==> src/rtl/pin_change_watch.sv <==
module pin_change_watch #(
  parameter int WIDTH       = 8,
  parameter int SYNC_STAGES = 2
) (
  input  logic             clk,
  input  logic             rst_n,
  input  logic [WIDTH-1:0] pins_async,
  input  logic             port_rd,
  input  logic             chg_en,
  input  logic             flag_clr,
  input  logic             glob_en,
  input  logic             sleeping,
  output logic [WIDTH-1:0] port_data,
  output logic             flag,
  output logic             irq_req,
  output logic             wake
);

  logic [SYNC_STAGES-1:0][WIDTH-1:0] sync_q;
  logic [WIDTH-1:0] ref_q;
  logic             armed_q;
  logic             differs;

  always_ff @(posedge clk or negedge rst_n)
    if (!rst_n) sync_q <= '0;
    else        sync_q <= {sync_q[SYNC_STAGES-2:0], pins_async};

  assign port_data = sync_q[SYNC_STAGES-1];
  assign differs   = |(port_data ^ ref_q);

  always_ff @(posedge clk or negedge rst_n)
    if (!rst_n)       ref_q <= '0;
    else if (port_rd) ref_q <= port_data;

  always_ff @(posedge clk or negedge rst_n)
    if (!rst_n)                           flag <= 1'b0;
    else if (chg_en && differs && !port_rd) flag <= 1'b1;
    else if (flag_clr)                    flag <= 1'b0;

  // the mask bit is frozen at sleep entry
  always_ff @(posedge clk or negedge rst_n)
    if (!rst_n)         armed_q <= 1'b0;
    else if (!sleeping) armed_q <= chg_en;

  always_ff @(posedge clk or negedge rst_n)
    if (!rst_n) wake <= 1'b0;
    else        wake <= sleeping && armed_q && differs;

  assign irq_req = flag && glob_en;

endmodule


==> config.mk <==
export PLATFORM = sky130hd
export DESIGN_NAME = pin_change_watch
export DESIGN_NICKNAME = d
export VERILOG_FILES = /design/src/rtl/pin_change_watch.sv
export SDC_FILE = /design/constraint.sdc
export NUM_CORES = 1
export LEC_CHECK = 0
export BUFFER_PORTS_ARGS = -buffer_cell sky130_fd_sc_hd__buf_4
export CAP_MARGIN = 30
export CORE_MARGIN = 1.5
export CORE_UTILIZATION = 42
export CTS_CLUSTER_DIAMETER = 120
export DETAILED_ROUTE_END_ITERATION = 8
export PLACE_DENSITY = 0.68
export SLEW_MARGIN = 20
export SYNTH_ARGS = -nofsm -noshare
export SYNTH_HDL_FRONTEND = slang
export SYNTH_SLANG_ARGS = --single-unit
==> constraint.sdc <==
create_clock -name clk -period 0.95 [get_ports clk]
set_input_delay 0.0475 -clock clk [delete_from_list [all_inputs] [get_ports clk]]
set_output_delay 0.0475 -clock clk [all_outputs]
set_load 0.01 [all_outputs]
# ---- Word level (Yosys, flattened, before mapping)
# Index checks and enable logic that the tools add are counted.
dict set report word_totals {
  elab_cells 17
  register_bits 27
  out_inout_bits 11
  in_bits 15
}
dict set report op_classes {
  muxes 2
  reduce_logical 8
  bitwise 1
}
# operator count
set ops {}
lappend ops {{$reduce_or A8 Y1} 1}
lappend ops {{$xor A8 B8 Y8} 1}
lappend ops {{$logic_and A1 B1 Y1} 5}
lappend ops {{$mux W1} 2}
lappend ops {{$reduce_bool A2 Y1} 1}
lappend ops {{$logic_not A1 Y1} 1}

# ---- Longest topological paths before layout
# Gate-level depths: netlist of the first run.
dict set report logic_depth {
  word_depth 5
  ltp_mapped 4
  mapped_depth_nobuf 4
}

# ---- Worst setup path after synthesis of the first run
# No wires, ideal clock.
dict set report synth_path {
  path_type {flip-flop to flip-flop}
  start {register ref_q[0]}
  end {register flag}
  required_time_ns 0.823
  stages_incl_launch_ff 5
  slack_ns -0.019
  n_path_buf 0
  t_arrival_ns 0.842
  synth_period_minus_slack_ns 0.969
  setup_time_ns 0.127
  path_cell_list {dfrtp_1 xnor2_1 nand4_1 nor2_1 o32ai_2}
}
dict set report synth_via {
  elab_chain_len 5
  elab_cells_between_ends 6
  cone_classes {1 x mux; 1 x bitwise; 4 x reduce/logical}
}
# element line
set synth_rtl {}
lappend synth_rtl {{start: declaration} 20} ;# logic [WIDTH-1:0] ref_q;
lappend synth_rtl {{start signal: assignment} 33} ;# else if (port_rd) ref_q <= port_data;
lappend synth_rtl {{$xor A8 B8 Y8 *} 29} ;# assign differs = |(port_data ^ ref_q);
lappend synth_rtl {{$reduce_or A8 Y1 *} 29}
lappend synth_rtl {{$logic_and A1 B1 Y1 * (2 in a row)} 37} ;# else if (chg_en && differs && !port_rd) flag <= 1'b1;
lappend synth_rtl {{$mux W1 or $reduce_bool A2 Y1 (tied branches)} --}
lappend synth_rtl {{end signal: assignment} 36} ;# if (!rst_n) flag <= 1'b0;
lappend synth_rtl {{end signal: assignment} 37}
lappend synth_rtl {{end signal: assignment} 38} ;# else if (flag_clr) flag <= 1'b0;
lappend synth_rtl {{end: declaration} 14} ;# output logic flag,
# Every way passes the cells marked *; elsewhere a longest branch is shown, timed or not.
# A chain may end at the register's enable or synchronous reset.

# ---- Worst setup path after layout of the first run
dict set report layout_path {
  start {register sync_q (netlist bit port_data[6])}
  end {output port_data[6]}
}
# element line
set layout_lines {}
lappend layout_lines {{start: declaration} 19} ;# logic [SYNC_STAGES-1:0][WIDTH-1:0] sync_q;
lappend layout_lines {{start signal: assignment} 26} ;# else sync_q <= {sync_q[SYNC_STAGES-2:0], pins_async};
lappend layout_lines {{end: declaration} 13} ;# output logic [WIDTH-1:0] port_data,
# No word-level cell between the ends.

==> results of run 1 <==
[state kept, by name (all words and copies together), names as in the netlist]
name / cells
armed_q: 1
flag: 1
port_data: 8
ref_q: 8
sync_q: 8
wake: 1
[worst paths after layout]
path	startpoint	end	slack, ns
setup / recovery	port_data[6]	port_data[6]	-0.11
hold / removal	port_rd	flag	0.02
setup reg to reg	port_data[7]	flag	-0.07
hold reg to reg	sync_q[7]	port_data[7]	0.36
max in group asynchronous	rst_n	ref_q[5]	0.54
min in group asynchronous	rst_n	ref_q[4]	0.17
[cell type report]
cell class / instances / area (um2) / area share
Tap cell: 28 / 35.0 / 0.0253
Inverter: 2 / 7.51 / 0.00542
Sequential cell: 27 / 676 / 0.487
Timing Repair Buffer: 44 / 418 / 0.301
Multi-Input combinational cell: 24 / 224 / 0.162
Clock buffer: 4 / 26.3 / 0.0190
[synthesized netlist by cell type, drive strengths merged]
cell	count
o32ai	1
nor2	2
o21ai	1
buf	9
nand2	1
and2	1
nand4	2
inv	2
mux2	8
xnor2	8
dfrtp	27
[kinds of logic after synthesis]
group,count (synthesis)
compound gates,2
xor+xnor,8
buf+inv,11
flops,27
mux,8
simple gates,6
[critical path, delay by kind of cell (launching register included)]
kind	cells	cell delay (ns)
buffers and inverters	2	0.27
flip-flops	1	0.43
[power breakdown]
| group | leakage, uW | internal (uW) | switching [uW] |
|---|---|---|---|
| registers | 0.000317 | 1230 | 46.4 |
| logic | 0.000304 | 219 | 110 |
| clock network | 0.0000150 | 164 | 301 |
| total | 0.000637 | 1610 | 457 |
[stage by stage]
stage,instance area [um2],TNS (ns)
2_1_floorplan,960,-0.0185
6_report,1390,-0.737
3_3_place_gp,1180,-0.193
5_1_grt,1390,-1.34
4_1_cts,1380,-0.945
3_5_place_dp,1180,-0.251
[per-layer routing]
| metal | GRT usage | part of all wire | vias up | wire length, um |
|---|---|---|---|---|
| met2 | 0.211 | 0.51 | 15 | 705 |
| met4 | 0.0811 | 0.023 | 0 | 31 |
| li1 | - | - | 271 | - |
| met3 | 0.0179 | 0.036 | 4 | 50 |
| met1 | 0.128 | 0.43 | 266 | 584 |
| met5 | 0 | 0 | - | 0 |
[repair_timing]
| action | in CTS | in global routing |
|---|---|---|
| pin swaps | 3 | 0 |
| hold buffers | 11 | 0 |
| resized for setup | 17 | 2 |
| endpoints found under the hold margin | 38 | 0 |
| endpoints found under the setup margin | 11 | 12 |
[placed cells by master, fill, tap and decap left out, types with 2 or more instances in the layout]
cell type	n
sky130_fd_sc_hd__buf_6	16
sky130_fd_sc_hd__clkbuf_4	3
sky130_fd_sc_hd__buf_4	17
sky130_fd_sc_hd__dfrtp_1	27
sky130_fd_sc_hd__dlygate4sd3_1	11
sky130_fd_sc_hd__xnor2_1	7
sky130_fd_sc_hd__inv_1	2
sky130_fd_sc_hd__mux2_2	8
sky130_fd_sc_hd__nand4_1	2
==> tab_implementation.tex, run 1 <==
\begin{tabular}{lr}
\hline
Metric & Value \\
\hline
\multicolumn{2}{l}{\textbf{Run status}} \\
\quad Run status & complete, but fails checks \\
\quad Violations in the final reports & negative setup slack \\
\multicolumn{2}{l}{\textbf{Synthesis}} \\
\quad Syn avg cell area & 15.5 um2 \\
\quad Fraction of synthesized cell area taken by the top area cell type & 0.704 \\
\quad Number of distinct library cells after synthesis & 12 \\
\quad Cell area after synthesis & 960 um2 \\
\quad XOR/XNOR Fraction of Synth Area & 0.0730 \\
\quad Number of synthesis warnings & 0 \\
\quad Library cell with the largest summed area after synthesis & sky130\_fd\_sc\_hd\_\_dfrtp\_1 \\
\quad Top area cells in the synthesized netlist & sky130\_fd\_sc\_hd\_\_dfrtp\_1, sky130\_fd\_sc\_hd\_\_mux2\_2, sky130\_fd\_sc\_hd\_\_xnor2\_1 \\
\quad Area fraction in and, or, nand and nor cells after synthesis & 0.0313 \\
\quad Mux share of post-synthesis cell area & 0.0939 \\
\quad Gate count after technology mapping & 62 \\
\quad Largest family of logic cells by synthesized area & multiplexers \\
\quad Share of the yosys chip area belonging to registers & 0.704 \\
\quad Post-synthesis compound-gate area fraction & 0.0222 \\
\quad Post-Synth Adder-Cell Area & 0 \\
\quad Post-synth net total & 77 \\
\quad Post-synthesis register bit count & 27 \\
\multicolumn{2}{l}{\textbf{Timing}} \\
\quad Setup clock skew after layout & 0.00361 ns \\
\quad Tightest Pin Transition & 0.321 ns \\
\quad Number of pins exceeding their max-slew limit in the final report & 0 \\
\quad RSZ-0062 raised after global routing & true \\
\quad Setup-violating endpoint count in the final report & 11 \\
\quad Maximum clock rate & 945 MHz \\
\quad Worst Setup Slack, final & -0.108 ns \\
\quad Min Clock Period, post-route & 1.06 ns \\
\quad Final Hold Fails & 0 \\
\quad Final period utilization & 1.11 \\
\quad Worst hold slack & 0.0209 ns \\
\quad Relative max-transition margin & 0.786 \\
\multicolumn{2}{l}{\textbf{Routing}} \\
\quad Average wire per cell in the routed design & 10.6 um \\
\quad Routed via count & 556 \\
\quad First DRT Iteration DRCs & 0 \\
\quad Number of iterations in the first detailed-routing pass & 1 \\
\quad Final wirelength & 1370 um \\
\quad Drc violations & 0 \\
\quad Detail-routed via count per cell & 4.31 \\
\quad Number of nets with antenna violations after routing & 0 \\
\multicolumn{2}{l}{\textbf{Floorplanning}} \\
\quad Total I/O pin count & 26 \\
\quad Starting density of the core & 0.438 \\
\quad Core region area & 2190 um2 \\
\quad Die height & 50.8 um \\
\quad Area of the die & 2580 um2 \\
\quad Row cnt & 17 \\
\quad Horizontal die dimension & 50.8 um \\
\multicolumn{2}{l}{\textbf{Min path}} \\
\quad Min-Delay Path Class & in2reg \\
\quad Number of stages on the worst hold path & 2 \\
\multicolumn{2}{l}{\textbf{Power}} \\
\quad Pwr Total & 2070 uW \\
\quad Power per Cell Area & 1490 nW/um2 \\
\quad Worst IR drop on VDD & 0.000947 V \\
\quad P\_leak & 0.000637 uW \\
\multicolumn{2}{l}{\textbf{Global routing}} \\
\quad Largest net degree at the start of global routing & 28 \\
\quad Gr usage total & 0.118 \\
\quad Number of antenna violations at the first check in global routing & 0 \\
\quad Overflow left after global routing & 0 \\
\quad Global-route wire length before repair & 2160 um \\
\quad Via count of the first global-routing pass & 511 \\
\multicolumn{2}{l}{\textbf{Critical path}} \\
\quad WS Path Type & reg2out \\
\quad Critical path startpoint category & register \\
\quad Sequence of cells on the critical path & buf\_4, buf\_4 \\
\quad Crit path required time & 0.90 ns \\
\quad CP Capture Type & primary output \\
\quad Endpoint arrival time on the critical path & 1.01 ns \\
\quad Stage delay of the slowest cell on the critical path & 0.43 ns \\
\quad Crit path top cell by count & sky130\_fd\_sc\_hd\_\_buf\_4 \\
\quad Max Fanout on Critical Path & 2 \\
\quad Worst reg2reg path depth & 4 \\
\quad Slowest stage cell on the critical path & sky130\_fd\_sc\_hd\_\_dfrtp\_1 \\
\multicolumn{2}{l}{\textbf{Cells and area}} \\
\quad Count of fill cells added during filler insertion & 166 \\
\quad Layout Area Growth over Synthesis & 44.5\% \\
\quad Number of inserted diodes & 0 \\
\quad Post-layout net count & 117 \\
\quad Fraction of final layout cells sized beyond drive strength 1 & 0.475 \\
\quad Fin cells & 129 \\
\quad Final core occ & 0.633 \\
\multicolumn{2}{l}{\textbf{Clock network}} \\
\quad Clock tree from TritonCTS & yes \\
\quad Clock latency of the later-clocked register in the worst-skew pair & 0.31 ns \\
\quad Maximum buffer depth of the clock tree & 2 \\
\quad Depth of the CTS H-tree & 1 \\
\quad Library cell used as clock root buffer & sky130\_fd\_sc\_hd\_\_clkbuf\_4 \\
\quad Number of buffers created by CTS & 3 \\
\quad Clk slew on worst S/H paths & 0.13 ns \\
\quad Post-CTS Setup Bufs & 0 \\
\quad TritonCTS sink count & 27 \\
\multicolumn{2}{l}{\textbf{Placement}} \\
\quad Gp weighted congestion & 0.670 \\
\quad Post-placement cell count & 114 \\
\quad Placement Setup Slack & -0.138 ns \\
\quad Half-perimeter wire length after detailed placement & 894 um \\
\quad Port buffer count & 25 \\
\multicolumn{2}{l}{\textbf{Flow run}} \\
\quad Reported max-cap violation count & 0 \\
\hline
\end{tabular}
Note: power is estimated with default switching activity, not from simulation.
==> inputs of run 2 (changes only) <==
--- a/config.mk
+++ b/config.mk
@@ -5,13 +5,15 @@
 export SDC_FILE = /design/constraint.sdc
 export NUM_CORES = 1
 export LEC_CHECK = 0
+export ABC_AREA = 1
 export BUFFER_PORTS_ARGS = -buffer_cell sky130_fd_sc_hd__buf_4
 export CAP_MARGIN = 30
 export CORE_MARGIN = 1.5
 export CORE_UTILIZATION = 42
 export CTS_CLUSTER_DIAMETER = 120
 export DETAILED_ROUTE_END_ITERATION = 8
-export PLACE_DENSITY = 0.68
+export MAX_ROUTING_LAYER = met4
+export PLACE_DENSITY = 0.67
 export SLEW_MARGIN = 20
 export SYNTH_ARGS = -nofsm -noshare
 export SYNTH_HDL_FRONTEND = slang
==> run 2 against run 1 <==
The run still ends with negative setup slack left. Global-route usage rose by 4.0 points. Count of clock-buffer cells in the layout fell by 1. Synthesized cell count rose by 45%. Cell count rose by 24%. Critical path depth rose by 4. Combinational power rose by 7.3%. Design area rose by 5.7%. Clock power rose by 0.9%. Fmax fell by 0.12%. Routed wire length rose by 15%. Utilization rose by 1.7 points.
==> tab_implementation.tex, run 2 <==
\begin{tabular}{lr}
\hline
Metric & Value \\
\hline
\multicolumn{2}{l}{\textbf{Placement}} \\
\quad Gp weighted congestion & 0.696 \\
\quad Post-placement cell count & 141 \\
\quad Placement Setup Slack & -0.0802 ns \\
\quad Cell area after placement & 1220 um2 \\
\quad Port buffer count & 25 \\
\quad Half-perimeter wire length after detailed placement & 1130 um \\
\multicolumn{2}{l}{\textbf{Cells and area}} \\
\quad Fin cells & 160 \\
\quad Count of fill cells added during filler insertion & 188 \\
\quad Number of inserted diodes & 0 \\
\quad Fraction of final layout cells sized beyond drive strength 1 & 0.364 \\
\quad Final core occ & 0.650 \\
\quad Layout Area Growth over Synthesis & 44.6\% \\
\quad Post-layout net count & 148 \\
\quad Design Area, Final & 1470 um2 \\
\quad Leading cell type in the layout, fill and taps excluded & sky130\_fd\_sc\_hd\_\_dfrtp\_1 \\
\quad Leading cell types in the layout, fill and taps excluded & sky130\_fd\_sc\_hd\_\_dfrtp\_1, sky130\_fd\_sc\_hd\_\_nand2\_1, sky130\_fd\_sc\_hd\_\_buf\_4 \\
\multicolumn{2}{l}{\textbf{Critical path}} \\
\quad Beginning of the critical path & ref\_q[6] \\
\quad Slowest stage cell on the critical path & sky130\_fd\_sc\_hd\_\_dfrtp\_1 \\
\quad Stage delay of the slowest cell on the critical path & 0.41 ns \\
\quad Instance count on the critical path & 6 \\
\quad Critical register-to-register path startpoint & ref\_q[6] \\
\quad Crit path required time & 1.18 ns \\
\quad Crit-path leading delay family & flip-flops \\
\quad Worst reg2reg path depth & 6 \\
\quad CP Capture Type & register \\
\quad R2r setup slk & -0.11 ns \\
\quad Crit path top cell by count & sky130\_fd\_sc\_hd\_\_nand2\_1 \\
\quad Critical path startpoint category & register \\
\quad Sequence of cells on the critical path & xnor2\_1, nand2\_1, nor2\_2, nand2\_1, nand2\_1, nand2\_1 \\
\quad WS Path Type & reg2reg \\
\quad Worst setup path endpoint & flag \\
\quad Endpoint arrival time on the critical path & 1.29 ns \\
\quad R2R Path End & flag \\
\quad Max Fanout on Critical Path & 2 \\
\quad Buffers \& Inverters on Critical Path & 0 \\
\multicolumn{2}{l}{\textbf{Run status}} \\
\quad Violations in the final reports & negative setup slack \\
\quad Run status & complete, but fails checks \\
\multicolumn{2}{l}{\textbf{Routing}} \\
\quad Number of iterations in the first detailed-routing pass & 2 \\
\quad Final wirelength & 1580 um \\
\quad Detail-routed via count per cell & 4.36 \\
\quad Average wire per cell in the routed design & 9.86 um \\
\quad Number of nets with antenna violations after routing & 0 \\
\quad First DRT Iteration DRCs & 3 \\
\quad Drc violations & 0 \\
\quad Routed via count & 698 \\
\multicolumn{2}{l}{\textbf{Global routing}} \\
\quad Overflow left after global routing & 0 \\
\quad Global-route wire length before repair & 2920 um \\
\quad Gr usage total & 0.158 \\
\quad Number of antenna violations at the first check in global routing & 0 \\
\quad Via count of the first global-routing pass & 704 \\
\quad Largest net degree at the start of global routing & 28 \\
\multicolumn{2}{l}{\textbf{Power}} \\
\quad P\_leak & 0.000744 uW \\
\quad Power per Cell Area & 1430 nW/um2 \\
\quad Worst IR drop on VDD & 0.00114 V \\
\multicolumn{2}{l}{\textbf{Synthesis}} \\
\quad Post-synth net total & 105 \\
\quad Fraction of registers with async set or reset after synthesis & 1.00 \\
\quad Library cell with the largest summed area after synthesis & sky130\_fd\_sc\_hd\_\_dfrtp\_1 \\
\quad Post-synthesis register bit count & 27 \\
\quad Number of synthesis warnings & 0 \\
\quad Top area cells in the synthesized netlist & sky130\_fd\_sc\_hd\_\_dfrtp\_1, sky130\_fd\_sc\_hd\_\_nand2\_1, sky130\_fd\_sc\_hd\_\_buf\_4 \\
\quad Most repeated cell in the gate-level netlist after synthesis & sky130\_fd\_sc\_hd\_\_dfrtp\_1 \\
\quad Number of flops mapped to enable cells by yosys & 0 \\
\quad Most instantiated flip-flop cell in the synthesis netlist & sky130\_fd\_sc\_hd\_\_dfrtp\_1 \\
\quad Number of distinct library cells after synthesis & 12 \\
\quad Fraction of synthesized cell area taken by the top area cell type & 0.667 \\
\quad Syn avg cell area & 11.3 um2 \\
\quad Gate count after technology mapping & 90 \\
\quad Cell area after synthesis & 1010 um2 \\
\quad Synth cell count leaders & sky130\_fd\_sc\_hd\_\_dfrtp\_1, sky130\_fd\_sc\_hd\_\_nand2\_1, sky130\_fd\_sc\_hd\_\_inv\_1 \\
\quad Share of the yosys chip area belonging to registers & 0.667 \\
\multicolumn{2}{l}{\textbf{Floorplanning}} \\
\quad Core region area & 2250 um2 \\
\quad Horizontal die dimension & 52.1 um \\
\quad Row cnt & 17 \\
\quad Total I/O pin count & 26 \\
\quad Starting density of the core & 0.450 \\
\quad Area of the die & 2720 um2 \\
\quad Die height & 52.1 um \\
\multicolumn{2}{l}{\textbf{Timing}} \\
\quad Min Clock Period, post-route & 1.06 ns \\
\quad Maximum clock rate & 944 MHz \\
\quad Number of pins exceeding their max-slew limit in the final report & 0 \\
\quad Relative max-transition margin & 0.784 \\
\quad Tightest Pin Transition & 0.324 ns \\
\quad Worst Setup Slack, final & -0.109 ns \\
\quad Final Hold Fails & 0 \\
\quad Setup clock skew after layout & 0.0112 ns \\
\quad Setup-violating endpoint count in the final report & 10 \\
\quad Worst hold slack & 0.0309 ns \\
\quad Final period utilization & 1.12 \\
\quad RSZ-0062 raised after global routing & true \\
\multicolumn{2}{l}{\textbf{Min path}} \\
\quad Min-Delay Path Class & in2reg \\
\multicolumn{2}{l}{\textbf{Clock network}} \\
\quad TritonCTS sink count & 27 \\
\quad Library cell used as clock root buffer & sky130\_fd\_sc\_hd\_\_clkbuf\_4 \\
\quad Depth of the CTS H-tree & 1 \\
\quad Clk slew on worst S/H paths & 0.14 ns \\
\quad Clock tree from TritonCTS & yes \\
\quad Number of buffers created by CTS & 3 \\
\quad Maximum buffer depth of the clock tree & 2 \\
\quad Clock latency of the later-clocked register in the worst-skew pair & 0.32 ns \\
\multicolumn{2}{l}{\textbf{Flow run}} \\
\quad Reported max-cap violation count & 0 \\
\hline
\end{tabular}
-- run 2: cell count changes after synthesis, sizes merged, moves of 2 or more --
cell,previous run,this run
inv,2,11
mux2,8,4
nand2,1,26
nand4,2,0
o21ai,1,5
xnor2,8,4
-- run 2: cell families after synthesis --
logic type             count (synthesis)  share of synthesized area
AO/OA/AOI/OAI                          6                     0.0296
XOR/XNOR                               4                     0.0346
buffers and inverters                 20                      0.111
flip-flops                            27                      0.667
multiplexers                           4                     0.0481
AND/OR/NAND/NOR                       29                      0.110
-- run 2: stage by stage --
stage          power (uW)  setup TNS [ns]
6_report             2100          -0.786
5_1_grt              2240           -1.56
4_1_cts              2120          -0.779
3_5_place_dp         1560         -0.0874
3_3_place_gp         1550         -0.0375
2_1_floorplan        1430               0
-- run 2: area by class of cell --
type	instances	area [um2]	share of cell area
flip-flops and latches	27	676	0.461
inverters	11	41.3	0.0282
clock buffers	3	22.5	0.0154
well taps	28	35.0	0.0239
clock inverters	1	5.00	0.00342
repair buffers	47	447	0.305
multi-input cells	43	239	0.163
-- run 2: report_power, final --
group	leakage (uW)	total [uW]	switching (uW)	internal, uW
Combinational	0.000407	353	136	217
Sequential	0.000319	1270	48.8	1230
Clock	0.0000177	469	312	158
-- run 2: repair_timing --
action	CTS	global route
hold endpoints to repair	38	0
endpoints found under the setup margin	12	12
pin swaps	1	7
setup buffers	2	1
gates resized for setup	18	3
hold buffers	12	0
-- run 2: routing by layer --
metal / share of wire / global-route usage
met1: 0.40 / 0.173
met2: 0.56 / 0.264
met3: 0.025 / 0.0345
met4: 0.022 / 0.0921
met5: 0 / -
-- run 2: worst min path at each step --
stage	from	endpoint	slack, ns	cells after the start
2_1_floorplan	rst_n	armed_q	-0.25	0
3_3_place_gp	rst_n	sync_q[0]	-0.03	1
3_5_place_dp	rst_n	port_data[0]	-0.03	1
4_1_cts	port_rd	ref_q[3]	0.03	2
5_1_grt	port_rd	ref_q[7]	0.03	2
6_report	port_rd	ref_q[3]	0.03	2
